$ cat src/rtl/cfgw_pkg.sv
package cfgw_pkg;
  typedef enum logic [2:0] {
    ST_IDLE,
    ST_RX,
    ST_RX_ACK,
    ST_ACK_HOLD,
    ST_TX,
    ST_TX_ACK,
    ST_TX_ACKW,
    ST_TX_NEXT
  } cfgw_state_t;

  localparam int unsigned HDR_BYTES = 3;  // address, command, count
endpackage

$ cat src/rtl/cfgw_line_sync.sv
module cfgw_line_sync #(
  parameter int unsigned STAGES = 2
) (
  input  logic clk,
  input  logic rst,
  input  logic scl_in,
  input  logic sda_in,
  output logic sda_s,
  output logic scl_rise,
  output logic scl_fall,
  output logic start_det,
  output logic stop_det
);
  logic [STAGES-1:0] scl_ff;
  logic [STAGES-1:0] sda_ff;
  logic scl_p, sda_p;
  logic scl_s;

  generate
    for (genvar g = 0; g < STAGES; g++) begin : g_stage
      always_ff @(posedge clk) begin
        if (rst) begin
          scl_ff[g] <= 1'b1;
          sda_ff[g] <= 1'b1;
        end else if (g == 0) begin
          scl_ff[g] <= scl_in;
          sda_ff[g] <= sda_in;
        end else begin
          scl_ff[g] <= scl_ff[g-1];
          sda_ff[g] <= sda_ff[g-1];
        end
      end
    end
  endgenerate

  assign scl_s = scl_ff[STAGES-1];
  assign sda_s = sda_ff[STAGES-1];

  always_ff @(posedge clk) begin
    if (rst) begin
      scl_p <= 1'b1;
      sda_p <= 1'b1;
    end else begin
      scl_p <= scl_s;
      sda_p <= sda_s;
    end
  end

  assign scl_rise  = scl_s & ~scl_p;
  assign scl_fall  = ~scl_s & scl_p;
  assign start_det = scl_s & scl_p & sda_p & ~sda_s;
  assign stop_det  = scl_s & scl_p & ~sda_p & sda_s;
endmodule

$ cat src/rtl/cfgw_regbank.sv
module cfgw_regbank #(
  parameter int unsigned NUM_REGS = 7,
  parameter int unsigned DW = 8,
  parameter int unsigned IDX_W = 4,
  parameter logic [NUM_REGS*DW-1:0] RESET_VALUE = '0
) (
  input  logic                   clk,
  input  logic                   rst,
  input  logic                   we,
  input  logic [IDX_W-1:0]       waddr,
  input  logic [DW-1:0]          wdata,
  input  logic [IDX_W-1:0]       rsel,
  output logic [DW-1:0]          rdata,
  output logic [NUM_REGS*DW-1:0] cfg_flat
);
  logic [DW-1:0] regs [NUM_REGS];

  generate
    for (genvar g = 0; g < NUM_REGS; g++) begin : g_reg
      always_ff @(posedge clk) begin
        if (rst)
          regs[g] <= RESET_VALUE[g*DW +: DW];
        else if (we && (waddr == IDX_W'(g)))
          regs[g] <= wdata;
      end
      assign cfg_flat[g*DW +: DW] = regs[g];
    end
  endgenerate

  // rsel 0 selects the count byte, rsel k selects register k-1
  always_comb begin
    rdata = '1;
    if (rsel == '0)
      rdata = DW'(NUM_REGS);
    else
      for (int i = 0; i < NUM_REGS; i++)
        if (rsel == IDX_W'(i + 1)) rdata = regs[i];
  end
endmodule

$ cat src/rtl/cfgw_link_fsm.sv
module cfgw_link_fsm
  import cfgw_pkg::*;
#(
  parameter int unsigned DW = 8,
  parameter int unsigned NUM_REGS = 7,
  parameter int unsigned IDX_W = 4,
  parameter logic [6:0]  DEV_ADDR = 7'h69
) (
  input  logic             clk,
  input  logic             rst,
  input  logic             sda_s,
  input  logic             scl_rise,
  input  logic             scl_fall,
  input  logic             start_det,
  input  logic             stop_det,
  output logic             we,
  output logic [IDX_W-1:0] waddr,
  output logic [DW-1:0]    wdata,
  output logic [IDX_W-1:0] rsel,
  input  logic [DW-1:0]    rdata,
  output logic             sda_oe
);
  localparam int unsigned BC_W = $clog2(DW + 1);
  localparam logic [IDX_W-1:0] IDX_MAX  = '1;
  localparam logic [IDX_W-1:0] DATA_LO  = IDX_W'(HDR_BYTES);
  localparam logic [IDX_W-1:0] DATA_END = IDX_W'(HDR_BYTES + NUM_REGS);
  localparam logic [BC_W-1:0]  LAST_BIT = BC_W'(DW - 1);

  cfgw_state_t      state;
  logic [BC_W-1:0]  bitcnt;
  logic [DW-1:0]    shreg;
  logic [DW-1:0]    txsh;
  logic [IDX_W-1:0] idx;
  logic             is_read;
  logic             ack_q;
  logic [DW-1:0]    rx_byte;
  logic             byte_done;

  assign rx_byte   = {shreg[DW-2:0], sda_s};
  assign byte_done = (state == ST_RX) && scl_rise && (bitcnt == LAST_BIT);

  assign we    = byte_done && (idx >= DATA_LO) && (idx < DATA_END);
  assign waddr = idx - DATA_LO;
  assign wdata = rx_byte;
  assign rsel  = idx;

  always_ff @(posedge clk) begin
    if (rst) begin
      state   <= ST_IDLE;
      bitcnt  <= '0;
      shreg   <= '0;
      txsh    <= '0;
      idx     <= '0;
      is_read <= 1'b0;
      ack_q   <= 1'b0;
      sda_oe  <= 1'b0;
    end else if (start_det) begin
      state   <= ST_RX;
      bitcnt  <= '0;
      idx     <= '0;
      is_read <= 1'b0;
      sda_oe  <= 1'b0;
    end else if (stop_det) begin
      state  <= ST_IDLE;
      sda_oe <= 1'b0;
    end else begin
      unique case (state)
        ST_RX: begin
          if (scl_rise) begin
            shreg <= rx_byte;
            if (bitcnt == LAST_BIT) begin
              bitcnt <= '0;
              state  <= ST_RX_ACK;
              if (idx == '0) begin
                ack_q   <= (rx_byte[DW-1:1] == DEV_ADDR);
                is_read <= rx_byte[0];
                idx     <= rx_byte[0] ? '0 : IDX_W'(1);
              end else begin
                ack_q <= (idx < DATA_END);
                if (idx != IDX_MAX) idx <= idx + 1'b1;
              end
            end else begin
              bitcnt <= bitcnt + 1'b1;
            end
          end
        end
        ST_RX_ACK: begin
          if (scl_fall) begin
            sda_oe <= ack_q;
            state  <= ST_ACK_HOLD;
          end
        end
        ST_ACK_HOLD: begin
          if (scl_fall) begin
            if (!ack_q) begin
              sda_oe <= 1'b0;
              state  <= ST_IDLE;
            end else if (is_read) begin
              sda_oe <= ~rdata[DW-1];
              txsh   <= rdata << 1;
              bitcnt <= '0;
              state  <= ST_TX;
            end else begin
              sda_oe <= 1'b0;
              bitcnt <= '0;
              state  <= ST_RX;
            end
          end
        end
        ST_TX: begin
          if (scl_fall) begin
            sda_oe <= ~txsh[DW-1];
            txsh   <= txsh << 1;
          end else if (scl_rise) begin
            if (bitcnt == LAST_BIT) begin
              bitcnt <= '0;
              state  <= ST_TX_ACK;
            end else begin
              bitcnt <= bitcnt + 1'b1;
            end
          end
        end
        ST_TX_ACK: begin
          if (scl_fall) begin
            sda_oe <= 1'b0;
            state  <= ST_TX_ACKW;
          end
        end
        ST_TX_ACKW: begin
          if (scl_rise) begin
            if (!sda_s) begin
              if (idx != IDX_MAX) idx <= idx + 1'b1;
              state <= ST_TX_NEXT;
            end else begin
              state <= ST_IDLE;
            end
          end
        end
        ST_TX_NEXT: begin
          if (scl_fall) begin
            sda_oe <= ~rdata[DW-1];
            txsh   <= rdata << 1;
            bitcnt <= '0;
            state  <= ST_TX;
          end
        end
        default: begin
          sda_oe <= 1'b0;
        end
      endcase
    end
  end
endmodule

$ cat src/rtl/cfg_twowire_slave.sv
module cfg_twowire_slave #(
  parameter int unsigned NUM_REGS    = 7,
  parameter int unsigned DW          = 8,
  parameter int unsigned SYNC_STAGES = 2,
  parameter logic [6:0]  DEV_ADDR    = 7'h69,
  parameter logic [NUM_REGS*DW-1:0] RESET_VALUE = 56'h06_00_00_00_F0_FC_00
) (
  input  logic                   clk,
  input  logic                   rst,
  input  logic                   scl_in,
  input  logic                   sda_in,
  output logic                   sda_oe,
  output logic [NUM_REGS*DW-1:0] cfg_bytes
);
  localparam int unsigned IDX_W = $clog2(NUM_REGS + 4);

  logic sda_s, scl_rise, scl_fall, start_det, stop_det;
  logic             we;
  logic [IDX_W-1:0] waddr, rsel;
  logic [DW-1:0]    wdata, rdata;

  cfgw_line_sync #(.STAGES(SYNC_STAGES)) u_sync (
    .clk(clk), .rst(rst), .scl_in(scl_in), .sda_in(sda_in),
    .sda_s(sda_s), .scl_rise(scl_rise), .scl_fall(scl_fall),
    .start_det(start_det), .stop_det(stop_det)
  );

  cfgw_link_fsm #(
    .DW(DW), .NUM_REGS(NUM_REGS), .IDX_W(IDX_W), .DEV_ADDR(DEV_ADDR)
  ) u_fsm (
    .clk(clk), .rst(rst), .sda_s(sda_s), .scl_rise(scl_rise),
    .scl_fall(scl_fall), .start_det(start_det), .stop_det(stop_det),
    .we(we), .waddr(waddr), .wdata(wdata), .rsel(rsel), .rdata(rdata),
    .sda_oe(sda_oe)
  );

  cfgw_regbank #(
    .NUM_REGS(NUM_REGS), .DW(DW), .IDX_W(IDX_W), .RESET_VALUE(RESET_VALUE)
  ) u_bank (
    .clk(clk), .rst(rst), .we(we), .waddr(waddr), .wdata(wdata),
    .rsel(rsel), .rdata(rdata), .cfg_flat(cfg_bytes)
  );
endmodule

$ cat config.mk
export PLATFORM = sky130hd
export DESIGN_NAME = cfg_twowire_slave
export DESIGN_NICKNAME = d
export VERILOG_FILES = /design/src/rtl/cfgw_pkg.sv /design/src/rtl/cfgw_line_sync.sv /design/src/rtl/cfgw_regbank.sv /design/src/rtl/cfgw_link_fsm.sv /design/src/rtl/cfg_twowire_slave.sv
export SDC_FILE = /design/constraint.sdc
export NUM_CORES = 1
export LEC_CHECK = 0
export CORE_MARGIN = 1.5
export CORE_UTILIZATION = 45
export DETAILED_ROUTE_END_ITERATION = 6
export PLACE_DENSITY = 0.67
export SLEW_MARGIN = 25
export SYNTH_ARGS = -nofsm -noshare
export SYNTH_HDL_FRONTEND = slang
export SYNTH_SLANG_ARGS = --single-unit
$ cat constraint.sdc
create_clock -name clk -period 4.45 [get_ports clk]
set_input_delay 0.6675 -clock clk [delete_from_list [all_inputs] [get_ports clk]]
set_output_delay 0.6675 -clock clk [all_outputs]
set_load 0.05 [all_outputs]
==> flow_metrics.tcl <==
set metrics [dict create \
    rsz0062_at_grt "no" \
    die_x_um 105.5 \
    drt-initial-drc-count 353 \
    gp_congestion 0.9398 \
    fp.coreArea_sq_mm 0.01028 \
    antenna_found_initial 0 \
    outcome "complete, no violations" \
    cp-start-kind "flip-flop" \
    cts_buffer_depth 2 \
    critical-path-max-stage-delay_ns 0.76 \
    ys_warn_count 0 \
    drt_pass1_iterations 5 \
    crit_type "flip-flop to flip-flop" \
    syn_to_final_growth_pct 18.70 \
    p_total_mw 1.636 \
    overflow 0 \
    power.density_mw_per_mm2 291.3 \
    grt_start_max_net_pins 30 \
    clkSlewWorstSetupHoldPaths_ns 0.09 \
    worstPathCellList "ha_1 -> buf_4 -> nand2b_1 -> a21oi_1 -> o21bai_1 -> nor2_1 -> and2_1" \
    grt_use_total_pct 24.57 \
    crit_fanout 24 \
    worst_slew_pin_slew_ns 0.9883 \
    clock_skew_ns 0.01805 \
    fmax_mhz 315.6 \
    vias_per_cell 5.825 \
    synthAdderAreaFrac_pct 2.116 \
    tns_ns 0 \
    drive_gt1_share_pct 8.846 \
    finalSetupViolCount 0 \
    finalHoldViolations 0 \
    endpoint_kind "flip-flop" \
    holdBufCountCts 0 \
    p_leak_nw 1.829 \
    synth-compound-area-share_pct 17.72 \
    slowest_stage "o21bai_1" \
    period_needed_ns 3.169 \
    synth_xor_area_share_pct 0.1851 \
    setup.worst_path.end "u_bank.regs[1][11]" \
    finalMaxSlewViolations 0 \
    ios 61 \
    cts_made_buffers 9 \
    reg2reg_to "u_bank.regs[1][11]" \
    cts_root_buf "clkbuf_8" \
    period_share_pct 71.21 \
    post-dp-hpwl_um 9775 \
    ant_nets 0 \
    htree_levels 3 \
    synth.avg_cell_area_sq_um 10.04 \
    final_nets 527 \
    start_util_pct 46.03 \
    synth.area.mux_share_pct 2.565 \
    hp-class "flip-flop to flip-flop" \
    ys_ff_latch 90 \
    wirelength_um 13490 \
    num_rows 37 \
    synth.net_count 483 \
    cts_resized 0 \
    netlist_instances 471 \
    rrSetupSlack_ns 1.28 \
    synthFlopType "edfxtp_1" \
    netlist_top_cells_area "edfxtp_1, dfxtp_1, and2_1" \
    yosysTopAreaCellShare_pct 35.55 \
    vias 3821 \
    drc 0 \
    async_flop_share_pct 0 \
    drv_cap 0 \
    synth_top_family_by_area "simple AND/OR/NAND/NOR gates" \
    io_buffers 60 \
    synth.largest_area_cell "edfxtp_1" \
    grt_pass1_vias 3602 \
    clock-sinks 90 \
    reg2regPathDepth 7 \
    startpoint "u_fsm.rsel[0]" \
    syn_area_sq_mm 0.004731 \
    cts_tree "done" \
    grt_pass1_wl_um 20440 \
    die-area_sq_mm 0.01114 \
    diodes 0 \
    r2r-start "u_fsm.rsel[0]" \
    synth_edf_count 56 \
    cp.required_ns 4.57 \
    avgRoutedWirePerCell_um 20.56 \
    worst-endpoint-arrival_ns 3.29 \
    die_h_um 105.5 \
    synth_seq_area_share_pct 49.93 \
    yosys.area_share.simple_pct 24.28 \
    relSlewSlack_pct 34.11 \
    post_cts_buffers 0 \
    synth_cell_types 62 \
    worstSkewPairLatency_ns 0.37 \
    vdd_drop_max_mv 0.1782 \
]
-- sequential cells by signal, indices dropped and copies added, names as in the netlist, 3 cells and up --
| signal | cells |
|---|---|
| u_fsm.shreg | 7 |
| u_fsm.rsel | 4 |
| u_fsm.bitcnt | 4 |
| u_fsm.state | 3 |
| u_bank.regs | 56 |
| u_fsm.txsh | 7 |
-- synthesized netlist by cell type (2+ instances only) --
master / instances
edfxtp_1: 56
and2_1: 48
nor2_1: 38
dfxtp_1: 34
nand2_1: 32
a21oi_1: 24
clkbuf_1: 21
o21ai_0: 16
or3_1: 13
nor2b_1: 12
nor3b_1: 12
mux2i_1: 11
nand2b_1: 11
o211ai_1: 10
inv_1: 9
nand3_1: 9
a31o_2: 8
ha_1: 8
buf_2: 7
nor3_1: 7
o22ai_1: 7
or2_2: 7
o21a_1: 5
o311ai_0: 5
a211oi_1: 4
a311oi_1: 4
a31oi_1: 4
and3_1: 3
nor2_2: 3
a211o_1: 2
a21o_1: 2
a221oi_1: 2
a32o_1: 2
a32oi_1: 2
nand3_2: 2
nand4b_1: 2
o21bai_1: 2
o221a_2: 2
o2bb2ai_1: 2
-- layer usage --
layer  global-route usage (%)  part of all wire (%)  up-vias
li1                         -                     -     1817
met1                    34.40                    44     1822
met2                    37.30                    45      158
met3                    5.690                   8.1       24
met4                    8.301                   2.5        0
met5                    2.857                     0        -
-- cell families after synthesis --
family / Yosys count
simple gates: 207
mux: 12
fa+ha+maj: 8
flops: 90
buf+inv: 38
xor+xnor: 1
compound gates: 115
-- through the flow --
stage	setup slack (ns)	cells	utilization, %	area, sq um	hold slack (ns)
final	1.281	656	54.64	5615	0.4143
after global routing	1.028	656	54.64	5615	0.4270
after CTS	1.365	656	54.64	5615	0.4191
after detailed placement	1.368	640	52.53	5399	0.3985
after global placement	1.439	640	52.53	5399	0.3910
after floorplan	2.333	471	-	4731	0.3895
-- power breakdown --
part / switching [mW] / total (mW) / internal (mW)
registers: 0.0181 / 0.917 / 0.899
clock network: 0.327 / 0.603 / 0.275
logic: 0.0803 / 0.116 / 0.0360
total: 0.426 / 1.64 / 1.21
-- worst min-delay path by stage --
| stage | cells past startpoint | to | start | slack [ns] |
|---|---|---|---|---|
| 3_3_place_gp | 1 | u_sync.scl_s | u_sync.scl_ff[0] | 0.39 |
| 2_1_floorplan | 1 | u_sync.scl_s | u_sync.scl_ff[0] | 0.39 |
| 6_report | 1 | u_sync.scl_s | u_sync.scl_ff[0] | 0.41 |
| 3_5_place_dp | 1 | u_sync.sda_s | u_sync.sda_ff[0] | 0.40 |
| 4_1_cts | 1 | u_sync.sda_s | u_sync.sda_ff[0] | 0.42 |
| 5_1_grt | 1 | u_sync.sda_s | u_sync.sda_ff[0] | 0.43 |
-- cell usage in the layout (no fill, tap or decap), drive strengths merged, types with 4 or more instances in the layout --
cell            n
nand2b         11
ha              8
o22ai           7
a21oi          24
nor2b          12
nor3b          12
o311ai          5
o21ai          16
nand3          11
or2             7
mux2i          11
a311oi          4
a31oi           4
a211oi          5
nor2           41
edfxtp         56
nor3            7
and2           48
or3            13
dfxtp          34
inv            13
a31o            8
o211ai         10
nand2          32
clkbuf          9
clkdlybuf4s50  60
o21a            5
-- cell type report --
cell class	instances	area, sq um
Fill cell	938	4662
Clock inverter	7	92.59
Clock buffer	9	123.9
Timing Repair Buffer	62	615.6
Tap cell	136	170.2
Sequential cell	90	2362
Inverter	9	33.78
Multi-Input combinational cell	343	2217
-- critical path: cells and delay by family, from the launching register on --
family / cells / cell delay [ns]
flip-flops: 1 / 0.53
adder cells (fa/ha/maj): 1 / 0.52
AO/OA/AOI/OAI: 2 / 0.85
AND/OR/NAND/NOR: 3 / 0.69
buffers and inverters: 1 / 0.33
No activity file was read; power rests on OpenSTA's default activity.
